$ cat config.mk
export PLATFORM = sky130hd
export DESIGN_NAME = fxr_rounder
export DESIGN_NICKNAME = d
export VERILOG_FILES = /design/src/rtl/fxr_pkg.sv /design/src/rtl/fxr_widen.sv /design/src/rtl/fxr_round.sv /design/src/rtl/fxr_rounder.sv
export SDC_FILE = /design/constraint.sdc
export NUM_CORES = 1
export LEC_CHECK = 0
export BUFFER_PORTS_ARGS = -buffer_cell sky130_fd_sc_hd__buf_2
export CORE_UTILIZATION = 40
export CTS_BUF_LIST = sky130_fd_sc_hd__clkbuf_4
export DETAILED_ROUTE_END_ITERATION = 8
export PLACE_DENSITY = 0.81
export REMOVE_ABC_BUFFERS = 1
export SETUP_SLACK_MARGIN = 0.05
export SYNTH_ARGS = -nofsm -noshare
export SYNTH_HDL_FRONTEND = slang
export SYNTH_HIERARCHICAL = 1
export SYNTH_SLANG_ARGS = --single-unit
$ cat constraint.sdc
create_clock -name clk -period 1.75 [get_ports clk]
set_input_delay 0 -clock clk [delete_from_list [all_inputs] [get_ports clk]]
set_output_delay 0 -clock clk [all_outputs]
set_load 0.005 [all_outputs]
$ cat src/rtl/fxr_pkg.sv
package fxr_pkg;
    localparam int FXR_INT_W  = 24;
    localparam int FXR_FRAC_W = 8;

    typedef enum logic {
        MODE_UNSIGNED = 1'b0,
        MODE_SIGNED   = 1'b1
    } fxr_mode_e;
endpackage

$ cat src/rtl/fxr_widen.sv
// Widens the input word by one bit into a signed form that holds both readings.
module fxr_widen
    import fxr_pkg::*;
#(
    parameter int IN_W = FXR_INT_W + FXR_FRAC_W
) (
    input  logic [IN_W-1:0]   word,
    input  fxr_mode_e         mode,
    output logic signed [IN_W:0] wide
);
    logic ext_bit;

    always_comb begin
        ext_bit = (mode == MODE_SIGNED) ? word[IN_W-1] : 1'b0;
        wide    = $signed({ext_bit, word});
    end
endmodule

$ cat src/rtl/fxr_round.sv
// Adds one half unit and drops the fraction. The sum carries one guard bit,
// so the largest unsigned input does not wrap.
module fxr_round
    import fxr_pkg::*;
#(
    parameter int IN_W   = FXR_INT_W + FXR_FRAC_W,
    parameter int FRAC_W = FXR_FRAC_W
) (
    input  logic signed [IN_W:0]            wide,
    output logic signed [IN_W-FRAC_W+1:0]   rounded
);
    localparam int SUM_W = IN_W + 2;

    logic signed [SUM_W-1:0] ext;
    logic signed [SUM_W-1:0] half;
    logic signed [SUM_W-1:0] sum;

    always_comb begin
        ext  = {wide[IN_W], wide};
        half = '0;
        half[FRAC_W-1] = 1'b1;
        sum  = ext + half;
        rounded = sum[SUM_W-1:FRAC_W];
    end
endmodule

$ cat src/rtl/fxr_rounder.sv
module fxr_rounder
    import fxr_pkg::*;
#(
    parameter int INT_W  = FXR_INT_W,
    parameter int FRAC_W = FXR_FRAC_W
) (
    input  logic                          clk,
    input  logic                          rst_n,
    input  logic                          in_valid,
    input  logic                          in_signed,
    input  logic [INT_W+FRAC_W-1:0]       in_word,
    output logic                          out_valid,
    output logic signed [INT_W+1:0]       out_value
);
    localparam int IN_W  = INT_W + FRAC_W;
    localparam int OUT_W = INT_W + 2;
    localparam int CHK_W = IN_W + 2;

    typedef struct packed {
        logic                    vld;
        logic signed [OUT_W-1:0] val;
    } state_t;

    state_t state_d, state_q;

    fxr_mode_e                 mode;
    logic signed [IN_W:0]      wide;
    logic signed [OUT_W-1:0]   rounded;

    assign mode = in_signed ? MODE_SIGNED : MODE_UNSIGNED;

    fxr_widen #(.IN_W(IN_W)) u_widen (
        .word (in_word),
        .mode (mode),
        .wide (wide)
    );

    fxr_round #(.IN_W(IN_W), .FRAC_W(FRAC_W)) u_round (
        .wide    (wide),
        .rounded (rounded)
    );

    always_comb begin
        state_d     = state_q;
        state_d.vld = in_valid;
        if (in_valid) begin
            state_d.val = rounded;
        end
    end

    always_ff @(posedge clk) begin
        if (!rst_n) begin
            state_q <= '0;
        end else begin
            state_q <= state_d;
        end
    end

    assign out_valid = state_q.vld;
    assign out_value = state_q.val;

    // Rounding error between the widened input and the rounded result
    logic signed [CHK_W-1:0] chk_back;
    logic signed [CHK_W-1:0] chk_err;
    assign chk_back = {rounded, {FRAC_W{1'b0}}};
    assign chk_err  = {wide[IN_W], wide} - chk_back;

    AST_VALID_LATENCY: assert property (@(posedge clk) disable iff (!rst_n)
        in_valid |=> out_valid);
    AST_IDLE_LATENCY: assert property (@(posedge clk) disable iff (!rst_n)
        !in_valid |=> !out_valid);
    AST_HOLD_IDLE: assert property (@(posedge clk) disable iff (!rst_n)
        !in_valid |=> $stable(out_value));
    AST_UNSIGNED_NONNEG: assert property (@(posedge clk) disable iff (!rst_n)
        (in_valid && !in_signed) |=> !out_value[OUT_W-1]);
    AST_SIGNED_RANGE: assert property (@(posedge clk) disable iff (!rst_n)
        (in_valid && in_signed) |=> ($signed(out_value) >= -(2**(INT_W-1)) &&
                                     $signed(out_value) <=  (2**(INT_W-1))));
    AST_HALF_BOUND: assert property (@(posedge clk) disable iff (!rst_n)
        in_valid |-> (chk_err >= -(2**(FRAC_W-1)) && chk_err < (2**(FRAC_W-1))));
endmodule

==> flow_summary.json, run 1 <==
{
  "syn_area_um2": 1718,
  "areaGrowthSynthToFinish_pct": 9.541,
  "ir_drop_mv": 0.2506,
  "maxCapViolCount": 0,
  "cts_buffers": 3,
  "die_h_um": 67.54,
  "post-route-util_pct": 46.38,
  "cp_max_fo": 5,
  "setup_viol": 0,
  "overflow": 0,
  "grt_pass1_vias": 1128,
  "p_leak_uw": 0.0009191,
  "hp-class": "input port to flip-flop",
  "clock_skew_ns": 0,
  "drt_iter0_markers": 42,
  "crit_path_start_kind": "input port",
  "ff2ff_setup_slack_ns": 1.13,
  "drc": 0,
  "fin_nets": 254,
  "cp_cell_sequence": "buf_2, and4_1, or4b_1, nor3_1, xor2_1, mux2i_1, nor2b_1",
  "status": "finished, final reports clean",
  "power_density_nw_per_um2": 627.6,
  "cts_resized": 0,
  "drive_gt1_share_pct": 30.56,
  "slew-limit-headroom_pct": 65.15,
  "start_util_pct": 42.34,
  "clk-insertion-delay-late_ns": 0.31,
  "crit_family": "simple AND/OR/NAND/NOR gates",
  "grt_max_degree": 28,
  "timing_worst_slew_pin_value_ns": 0.5187,
  "required_ns": 2.03,
  "wire_per_inst_um": 12.05,
  "globalplace.congestion": 0.7791,
  "portBuffers": 55,
  "antenna_cells": 0,
  "timing.final.hold_violations": 0,
  "timing.final.crit_period_ns": 1.308,
  "ctsHoldBuffers": 0,
  "num_vias": 1262,
  "num_rows": 23,
  "worstSetupPathType": "input port to flip-flop",
  "total_power_uw": 1181,
  "max_freq_mhz": 764.6,
  "grt_pass1_wl_um": 5161,
  "endpoint_kind": "flip-flop",
  "synth.avg_cell_area_um2": 9.387,
  "avgViaCountPerCell": 4.744,
  "finalCritPeriodShare_pct": 74.73,
  "ios": 63,
  "die-width_um": 67.54,
  "cts_buffer_depth": 2,
  "h-tree-depth": 1,
  "tns_ns": 0,
  "clock_sinks": 27,
  "dp_hpwl_um": 2522,
  "postCtsSetupRepairBufs": 0,
  "max_stage_delay_ns": 0.61,
  "yosysWarningCount": 6,
  "path_buf_inv": 1,
  "dieArea_um2": 4561,
  "ant_nets": 0,
  "fillers": 415,
  "firstDrtPassIters": 4,
  "drv_slew": 0,
  "root_buffer": "clkbuf_4",
  "finalWirelength_um": 3205,
  "syn_inst": 183,
  "path_clk_slew_ns": 0.16,
  "core_area_um2": 4058,
  "slowest_stage": "or4b_1",
  "rsz0062_at_grt": "no",
  "antenna_found_initial": 0,
  "arrival_ns": 1.59,
  "cts_tree": "yes",
  "grt.total_usage_pct": 14.86
}
## worst min-delay path, stage by stage
cell and delay, ns:
buf_2 0.10, xnor2_1 0.07, mux2i_1 0.12, nor2b_1 0.05
## registers in the layout, indices dropped and copies added (netlist names)
| name | count |
|---|---|
| out_value | 26 |
| out_valid | 1 |
## layout by cell type, fill, tap and decap left out
cell / n
buf_12: 1
nand3b_1: 1
nor3_1: 5
clkinv_2: 1
xnor2_1: 10
clkbuf_4: 3
dfxtp_1: 27
mux2i_1: 26
nand2_1: 5
and3_1: 5
nand4_1: 8
nor4_4: 1
nor2b_1: 26
or4b_1: 1
xor2_1: 14
o21a_1: 1
nand3_1: 8
nor3b_1: 1
nor4_1: 1
ha_1: 1
and4_1: 1
and2_1: 2
buf_2: 55
buf_4: 5
inv_1: 2
nor2_1: 5
## layout make-up
| cell class | instances | area (µm²) | share of cell area [%] |
|---|---|---|---|
| Multi-Input combinational cell | 122 | 910.9 | 48.40 |
| Sequential cell | 27 | 540.5 | 28.72 |
| Timing Repair Buffer | 61 | 332.8 | 17.69 |
| Clock inverter | 1 | 5.005 | 0.2660 |
| Clock buffer | 3 | 22.52 | 1.197 |
| Tap cell | 50 | 62.56 | 3.324 |
| Inverter | 2 | 7.507 | 0.3989 |
## final timing paths
kind / end / start / depth (start not counted)
worst min register to register: out_value[6] / out_value[6] / 2
worst min-delay path: out_value[23] / in_word[31] / 4
worst max register to register: out_value[21] / out_value[21] / 2
worst max-delay path: out_value[16] / in_word[16] / 7
## power by group
part	total [µW]	leakage [µW]	switching, µW	internal [µW]
clock	273	0.0000177	188	85.5
combinational	238	0.000679	115	123
sequential	670	0.000223	17.4	652
## per-layer routing
layer | global-route usage [%] | part of all wire, % | wire [µm] | vias to the layer above
li1 | - | - | - | 656
met1 | 20.25 | 47 | 1498 | 567
met2 | 23.27 | 47 | 1491 | 33
met3 | 1.520 | 4.5 | 144 | 6
met4 | 6.915 | 2.2 | 71 | 0
met5 | 0 | 0 | 0 | -
## metrics by stage
step                hold WS (ns)  std cells  instance area [µm²]  setup slack, ns
floorplan                 0.1217        151                 1459           0.1905
global placement          0.3757        262                 1854           0.1174
detailed placement        0.3807        262                 1854           0.1050
CTS                      0.03291        266                 1882           0.4383
global route             0.03794        266                 1882           0.2794
finish                   0.04112        266                 1882           0.4422
Note: power is estimated with default switching activity, not from simulation.
==> run 2: changes to the inputs <==
- PLACE_DENSITY: 0.81 -> 0.78
- clock period: 1.75 -> 1.3 ns (I/O delays scaled with it)
==> run 2 against run 1 <==
Routed wire length rose by 14%. Clock skew did not move. Sequential power rose by 35%. Largest power group unchanged. Final area rose by 11%. Combinational power rose by 55%.
==> flow_summary.json, run 2 (same netlist as run 1, synthesis figures left out) <==
{
  "status": "finished, final reports clean",
  "ant_nets": 0,
  "worst_slack_ns": 0.1540,
  "dieArea_um2": 4561,
  "r2r_start": "out_value[22]",
  "crit_path_start_kind": "input port",
  "r2r_cells": 2,
  "start_util_pct": 42.34,
  "switching_share_pct": 26.90,
  "ff2ff_setup_slack_ns": 0.67,
  "pwr-share-seq_pct": 54.2,
  "power_switching_uw": 448.2,
  "fillers": 388,
  "max_stage_delay_ns": 0.52,
  "required_ns": 1.58,
  "timing.final.crit_period_ns": 1.146,
  "layout_commonest_cell": "buf_2",
  "slew-limit-headroom_pct": 74.23,
  "rsz0062_at_grt": "no",
  "largest_reg_flops": 26,
  "finalCritPeriodShare_pct": 88.15,
  "drv_slew": 0,
  "grt_max_degree": 28,
  "hp-class": "input port to flip-flop",
  "ir_drop_mv": 0.3914,
  "intPower_uw": 1218,
  "portBuffers": 55,
  "core_area_um2": 4058,
  "fin_nets": 279,
  "postCtsSetupRepairBufs": 0,
  "root_buffer": "clkbuf_4",
  "grt_pass1_vias": 1315,
  "hold_depth": 4,
  "timing_worst_slew_pin_value_ns": 0.3856,
  "die-width_um": 67.54,
  "drive_gt1_share_pct": 39.00,
  "h-tree-depth": 1,
  "antenna_found_initial": 0,
  "dp_hpwl_um": 2797,
  "cp_cell_sequence": "buf_2, and4_1, or4b_4, nor3_1, xor2_1, mux2i_1, nor2b_1",
  "maxCapViolCount": 0,
  "max_freq_mhz": 872.6,
  "p_leak_uw": 0.001041,
  "drt_iter0_markers": 37,
  "num_vias": 1375,
  "clk-insertion-delay-late_ns": 0.32,
  "cts_buffers": 3,
  "cts_buffer_depth": 2,
  "hold_path_end": "out_value[23]",
  "tns_ns": 0,
  "wire_per_inst_um": 12.52,
  "power_density_nw_per_um2": 798.8,
  "min_from": "in_word[31]",
  "finalWirelength_um": 3642,
  "p_comb_share_pct": 22.1,
  "timing.final.hold_violations": 0,
  "areaGrowthSynthToFinish_pct": 21.41,
  "globalplace.congestion": 0.7650,
  "setup_viol": 0,
  "grt_pass1_wl_um": 5706,
  "ctsHoldBuffers": 0,
  "final_cell_mix": "buf_2, buf_4, dfxtp_1, mux2i_1, nor2b_1",
  "fin_cells": 291,
  "clock_sinks": 27,
  "cts_resized": 0,
  "path_clk_slew_ns": 0.15,
  "drc": 0,
  "endpoint_kind": "flip-flop",
  "die_h_um": 67.54,
  "firstDrtPassIters": 4,
  "slowest_stage": "or4b_4",
  "overflow": 0,
  "clock_skew_ns": 0,
  "dp.cells": 287,
  "r2r-end": "out_value[22]",
  "grt.total_usage_pct": 16.93,
  "cp_max_fo": 5,
  "avgViaCountPerCell": 4.725,
  "pre_cts_slack_ns": -0.2466,
  "worstSetupPathType": "input port to flip-flop",
  "antenna_cells": 0,
  "clkPwrFrac_pct": 23.7,
  "arrival_ns": 1.42,
  "num_rows": 23,
  "cts_tree": "yes",
  "ios": 63
}
run 2: changes by cell type in the layout (fill, tap and decap cells not counted), sizes merged:
cell | previous run | this run
buf | 61 | 86
clkbuf | 3 | 4
clkinv | 1 | 0
run 2: stage by stage:
| step | instance area [µm²] | hold slack [ns] | utilization (%) | total power (µW) |
|---|---|---|---|---|
| after floorplan | 1459 | 0.1217 | - | 1064 |
| after global placement | 2042 | 0.3758 | 50.32 | 1277 |
| after detailed placement | 2042 | 0.3759 | 50.32 | 1287 |
| after CTS | 2072 | 0.04555 | 51.06 | 1684 |
| after global routing | 2086 | 0.06076 | 51.40 | 1754 |
| final | 2086 | 0.04742 | 51.40 | 1666 |
run 2: per-layer routing:
layer | part of all wire [%] | global-route usage (%) | up-vias
met4 | 1.8 | 8.245 | 0
met3 | 4.9 | 4.392 | 6
li1 | - | - | 705
met1 | 45 | 19.80 | 630
met2 | 48 | 28.34 | 34
met5 | 0 | 0 | -
run 2: worst max-delay path: cells and delay by family:
family | cells | cell delay (ns)
XOR/XNOR | 1 | 0.18
multiplexers | 1 | 0.09
buffers and inverters | 1 | 0.10
AND/OR/NAND/NOR | 4 | 1.06
run 2: worst max path at each step:
stage | depth (start not counted) | slack (ns) | startpoint | to
global route | 10 | 0.05 | in_word[7] | out_value[13]
finish | 7 | 0.15 | in_word[16] | out_value[18]
global placement | 7 | -0.23 | in_word[16] | out_value[16]
detailed placement | 7 | -0.25 | in_word[16] | out_value[22]
CTS | 7 | 0.11 | in_word[16] | out_value[16]
floorplan | 7 | -0.26 | in_word[7] | out_value[23]
run 2: power by group through the flow:
stage	sequential (µW)	combinational, µW	clock, µW
CTS	903	368	413
floorplan	924	140	0
detailed placement	920	367	0
global placement	919	358	0
finish	902	368	395
global route	908	409	437
run 2: cell type report:
class | instances | area, µm² | share of cell area, %
Clock buffer | 4 | 30.03 | 1.440
Timing Repair Buffer | 86 | 520.5 | 24.96
Sequential cell | 27 | 540.5 | 25.91
Inverter | 2 | 7.507 | 0.3599
Multi-Input combinational cell | 122 | 924.6 | 44.33
Tap cell | 50 | 62.56 | 2.999
